<file path="src/rtl/mclk_ratio_detect.sv">
module mclk_ratio_detect #(
  parameter int CNT_W = 10
) (
  input  logic       mclk,
  input  logic       rst_n,
  input  logic       lrck,
  output logic       rate_hi,
  output logic [2:0] ratio_code,
  output logic       ratio_valid,
  output logic       ratio_err,
  output logic [5:0] hold_factor,
  output logic [7:0] mod_osr
);

  localparam int PW = CNT_W + 1;
  localparam logic [CNT_W-1:0] CNT_MAX = '1;
  localparam logic [CNT_W-1:0] CNT_ONE = CNT_W'(1);
  localparam logic [PW-1:0] LEN_128 = PW'(128);
  localparam logic [PW-1:0] LEN_192 = PW'(192);
  localparam logic [PW-1:0] LEN_256 = PW'(256);
  localparam logic [PW-1:0] LEN_384 = PW'(384);
  localparam logic [PW-1:0] LEN_512 = PW'(512);

  logic [2:0]       lr_sync;
  logic [CNT_W-1:0] cnt;
  logic             armed;
  logic [PW-1:0]    last_len;
  logic             have_last;
  logic [PW-1:0]    len;
  logic             legal;
  logic             hi_c;
  logic [2:0]       code_c;

  wire rise = lr_sync[1] & ~lr_sync[2];
  assign len = {1'b0, cnt} + PW'(1);

  always_comb begin
    legal  = 1'b1;
    hi_c   = 1'b0;
    code_c = 3'd0;
    case (len)
      LEN_128: begin hi_c = 1'b1; code_c = 3'd0; end
      LEN_192: begin hi_c = 1'b1; code_c = 3'd1; end
      LEN_256: code_c = 3'd2;
      LEN_384: code_c = 3'd3;
      LEN_512: code_c = 3'd4;
      default: legal = 1'b0;
    endcase
  end

  wire measure = rise & armed;
  wire confirm = measure & legal & have_last & (len == last_len);
  wire bad     = measure & ~legal;

  always_ff @(posedge mclk or negedge rst_n) begin
    if (!rst_n) begin
      lr_sync   <= '0;
      cnt       <= '0;
      armed     <= 1'b0;
      last_len  <= '0;
      have_last <= 1'b0;
    end else begin
      lr_sync <= {lr_sync[1:0], lrck};
      if (rise)
        cnt <= '0;
      else if (cnt != CNT_MAX)
        cnt <= cnt + CNT_ONE;
      if (rise)
        armed <= 1'b1;
      if (measure) begin
        last_len  <= len;
        have_last <= 1'b1;
      end
    end
  end

  always_ff @(posedge mclk or negedge rst_n) begin
    if (!rst_n) begin
      rate_hi     <= 1'b0;
      ratio_code  <= 3'd0;
      ratio_valid <= 1'b0;
      ratio_err   <= 1'b0;
    end else if (confirm) begin
      rate_hi     <= hi_c;
      ratio_code  <= code_c;
      ratio_valid <= 1'b1;
      ratio_err   <= 1'b0;
    end else if (bad) begin
      ratio_err   <= 1'b1;
    end
  end

  assign hold_factor = rate_hi ? 6'd16 : 6'd32;
  assign mod_osr     = rate_hi ? 8'd64 : 8'd128;

endmodule

</file>
<file path="config.mk">
export PLATFORM = sky130hd
export DESIGN_NAME = mclk_ratio_detect
export DESIGN_NICKNAME = d
export VERILOG_FILES = /design/src/rtl/mclk_ratio_detect.sv
export SDC_FILE = /design/constraint.sdc
export NUM_CORES = 1
export LEC_CHECK = 0
export ABC_CLOCK_PERIOD_IN_PS = 3400
export CAP_MARGIN = 20
export CORE_ASPECT_RATIO = 0.6
export CORE_UTILIZATION = 56
export CTS_CLUSTER_DIAMETER = 150
export DETAILED_ROUTE_END_ITERATION = 7
export PLACE_DENSITY = 0.92
export SLEW_MARGIN = 25
export SYNTH_ARGS = -nofsm -noshare
export SYNTH_HDL_FRONTEND = slang
export SYNTH_SLANG_ARGS = --single-unit
</file>
<file path="constraint.sdc">
create_clock -name mclk -period 3.4 [get_ports mclk]
set_input_delay 0.68 -clock mclk [delete_from_list [all_inputs] [get_ports mclk]]
set_output_delay 0.68 -clock mclk [all_outputs]
set_load 0.05 [all_outputs]
</file>
; ---- Word-level counts from Yosys, hierarchy flattened
; Index checks and enable logic that the tools add are counted.
[classes]
n_addsub = 2
multipliers = 0
div_mod_pow = 0
magnitude_cmp = 0
eq_ne = 7
shifts = 0
mux = 9
n_bitwise = 8
n_reduce_logical = 4
[ops]
columns = cell, n
row1 = $eq 11x8->1 const B, 2
row2 = $eq 11x9->1 const B, 2
row3 = $mux 10, 2
row4 = $pmux 3 s4, 1
row5 = $add 10x1->11 const B, 1
row6 = $eq 11x10->1 const B, 1
row7 = $eq 11x11->1, 1
row8 = $add 10x1->10 const B, 1
row9 = $ne 10x10->1 const B, 1
row10 = $mux 8, 1
row11 = $and 1x1->1, 6
row12 = $mux 6, 1
row13 = $reduce_or 5->1, 1
row14 = $mux 1, 4
row15 = $reduce_bool 2->1, 2
row16 = $not 1->1, 2
row17 = $reduce_or 2->1, 1
[word_totals]
register_bits = 32
latch_bits = 0
mem_bits_rw = 0
mem_bits_ro = 0
in_bits = 3
output_inout_bits = 20
word_cells = 39
n_memories = 0

; ---- Logic depth before layout (Yosys ltp)
[depth]
word_depth = 8
depth_mapped = 8
ltp_nobuf = 7

; ---- Least setup slack after synthesis
; No wires, ideal clock.
[synth_timing]
kind = register to register
startpoint = register cnt[0]
endpoint = register ratio_code[0]
setup_ns = 0.125
arrival_time_ns = 2.588
t_required_ns = 3.275
path_slack_ns = 0.687
path_stages_with_launch = 9
path_buffers = 1
period_less_slack_ns = 2.713
path_cell_list = dfrtp_1 -> ha_1 -> buf_2 -> or2_2 -> a21oi_1 -> o221ai_1 -> or4_4 -> a2111oi_4 -> mux2_4
[synth_via]
elab_chain_cells = 7
elab_cells_between_ends = 13
classes_between = add/sub (1) / eq/ne (6) / mux (2) / bitwise (3) / reduce/logical (1)
[synth_lines]
columns = element, line
row1 = start: declaration, 25  ; logic [CNT_W-1:0] cnt;
row2 = start signal: assignment, 67  ; cnt <= cnt + CNT_ONE;
row3 = $add 10x1->11 (*), 35  ; assign len = {1'b0, cnt} + PW'(1);
row4 = "$eq 11x10->1, or another cell as far along", 41  ; case (len)
row5 = $reduce_or 5->1 (no line), n/a
row6 = $mux 1, 41
row7 = $and 1x1->1 (3 in series), 52  ; wire confirm = measure & legal & have_last & (len == last_len);
row8 = end signal: assignment, 85  ; ratio_code <= code_c;
row9 = end: declaration, 8  ; output logic [2:0] ratio_code,
; Every way passes the cells marked *; elsewhere a longest branch is shown, timed or not.
; A chain may end at the register's enable or synchronous reset.

; ---- Worst setup path after layout
; Same ends and word-level chain as after synthesis.

==> impl_metrics.ini <==
[outcome]
status = finished, final reports clean

[routing]
ant_nets = 0
first_pass_iters = 4
wl_met1_mm = 2.16
met3_length_um = 277
viasPerCell = 5.81
drc = 0
wl_per_cell_um = 16.6
drt_iter0_markers = 183
vias = 1463
top_layer = met4
drt-total-wl_mm = 4.18
wl_met2_mm = 1.68

[clock_tree]
cts_tree = yes
cts_resized = 0
root_buffer = clkbuf_8
clock-sinks = 32
cts_inserted_buffers = 5
htree_num_levels = 2
clk_pin_slew_ns = 0.06
postCtsSetupBuffers = 0
clk-insertion-delay-late_ns = 0.29
cts_max_path_buffers = 2
hold_buffers = 0

[logic_synthesis]
synthCells = 201
yosys_warnings = 0
synth_area_sq_um = 2030
ys_ff_latch = 32
synth_edf_count = 0
syn_avg_cell_area_sq_um = 10.1
synth-async-reset-ratio_pct = 100
synth_flop_cell = dfrtp_1
yosysSeqAreaShare_pct = 39.5
ys_types = 58

[power]
p_leak_nw = 0.942
peakVddDrop_mv = 0.322
power_density_nw_per_um2 = 501

[setup_path]
worst-endpoint-required_ns = 3.58
end_kind = register
critPathKind = reg2reg
crit_path_max_fanout = 9
critPathLaunchType = register
critPathArrivalTime_ns = 3.32

[placed_design]
gp_congestion = 0.974
placed_area_sq_um = 2070
place.detailed.hpwl_mm = 3.07
port_buffers = 12

[final_layout]
drive_above_1_share_pct = 15.0
n_antenna_cell = 0
fin_area_sq_um = 2190
final_net_count = 211
area_growth_pct = 7.71

[timing]
setup_viol = 0
final-max-slew-violation-count = 0
maxSlewHeadroom_pct = 53.2
finalClockSkew_ns = 0.00453
fmax_ghz = 0.318
layout_min_cycle_time_ns = 3.14
finalHoldViolCount = 0
setup_tns_ns = 0
worstMarginPinSlew_ns = 0.700
rsz0062_at_grt = no
period_share_pct = 92.4

[floorplanning]
coreArea_sq_um = 3360
dieArea_sq_um = 3880
fp-row-count = 16
die_x_um = 79.7
die_y_um = 48.6
start_util_pct = 60.3
boundaryPins = 23

[global_routing]
grt_max_degree = 33
grt_usage_pct = 24.8
overflow = 0
grt_pass1_vias = 1383
grt_first_pass_wirelength_mm = 7.02
antenna_found_initial = 0

[run]
maxCapViolCount = 0

[worst_hold_path]
hold_class = reg2reg
## power breakdown
group | switching [W] | internal, W
clock | 0.000141 | 0.000217
combinational | 0.000141 | 0.000105
sequential | 0.0000705 | 0.000421
## area by class of cell
| cell class | instances | area, sq um |
|---|---|---|
| Sequential cell | 32 | 801 |
| Tap cell | 45 | 56.3 |
| Clock inverter | 2 | 35.0 |
| Fill cell | 263 | 1180 |
| Inverter | 5 | 18.8 |
| Multi-Input combinational cell | 146 | 1050 |
| Clock buffer | 6 | 72.6 |
| Timing Repair Buffer | 16 | 150 |
## path summary, 6_finish.rpt
kind | cells after the start | from | slack, ns | end
setup / recovery | 7 | cnt[0] | 0.26 | ratio_code[0]
hold / removal | 0 | lr_sync[0] | 0.35 | lr_sync[1]
setup reg to reg | 7 | cnt[0] | 0.26 | ratio_code[0]
hold reg to reg | 0 | lr_sync[0] | 0.35 | lr_sync[1]
max in group asynchronous | 2 | rst_n | 2.32 | rate_hi
min in group asynchronous | 2 | rst_n | 0.79 | cnt[4]
## metrics by stage
stage / total power [W] / cells / utilization (%) / worst slack [ns] / hold slack, ns
after floorplan: 0.000711 / 210 / - / 0.687 / 0.331
after global placement: 0.000730 / 244 / 61.6 / 0.290 / 0.332
after detailed placement: 0.000737 / 244 / 61.6 / 0.167 / 0.344
after CTS: 0.00110 / 252 / 64.8 / 0.150 / 0.360
after global routing: 0.00115 / 252 / 65.0 / 0.0550 / 0.382
final: 0.00109 / 252 / 65.0 / 0.257 / 0.354
## cell usage in the layout, fill, tap and decap left out, types with 4 or more instances in the layout
cell and instances:
mux2i_1 5, xnor2_1 11, nor2b_1 4, dfrtp_1 32, buf_4 4, clkdlybuf4s50_1 12, conb_1 10, inv_1 4
nor2_1 8, a21oi_1 13, clkbuf_8 5, xor2_1 5, o21ai_0 18, nand2_1 15
## synth_stat cells (all sizes together), types with 4 or more instances
cell type	number	share of area (%)
xnor2	11	4.7
nand2	17	4.3
mux2i	5	2.5
a21oi	13	3.2
inv	5	0.92
clkbuf	5	1.4
nor2b	4	1.2
buf	22	8.4
nor2	8	1.5
o21ai	18	4.4
nand4	4	2.0
and3	4	1.3
xor2	6	2.6
dfrtp	32	39
## registers in the layout, summed over array words and instances, names as in the netlist
name	count
lr_sync	3
ratio_valid	1
last_len	11
ratio_err	1
rate_hi	1
ratio_code	3
armed	1
have_last	1
cnt	10
## layer usage
layer	global-route usage (%)	vias to the layer above
met4	9.09	0
met1	37.5	726
met2	32.9	44
met5	0	-
li1	-	685
met3	7.74	8
## critical path: stages, from the launching register on
cell,delay [ns]
dfrtp_1,0.48
ha_1,0.42
and2_1,0.29
nand4_1,0.22
xor2_2,0.38
nand3_1,0.24
a2111oi_4,0.65
mux2_4,0.34
## cell families after synthesis
logic type,after synthesis,synth area share (%)
simple gates,63,20.0
compound gates,44,14.1
flops,32,39.5
buf+inv,32,10.7
xor+xnor,19,9.74
mux,8,4.50
fa+ha+maj,2,1.23
other cells,1,0.185
Power figures use the tool's default switching activity.
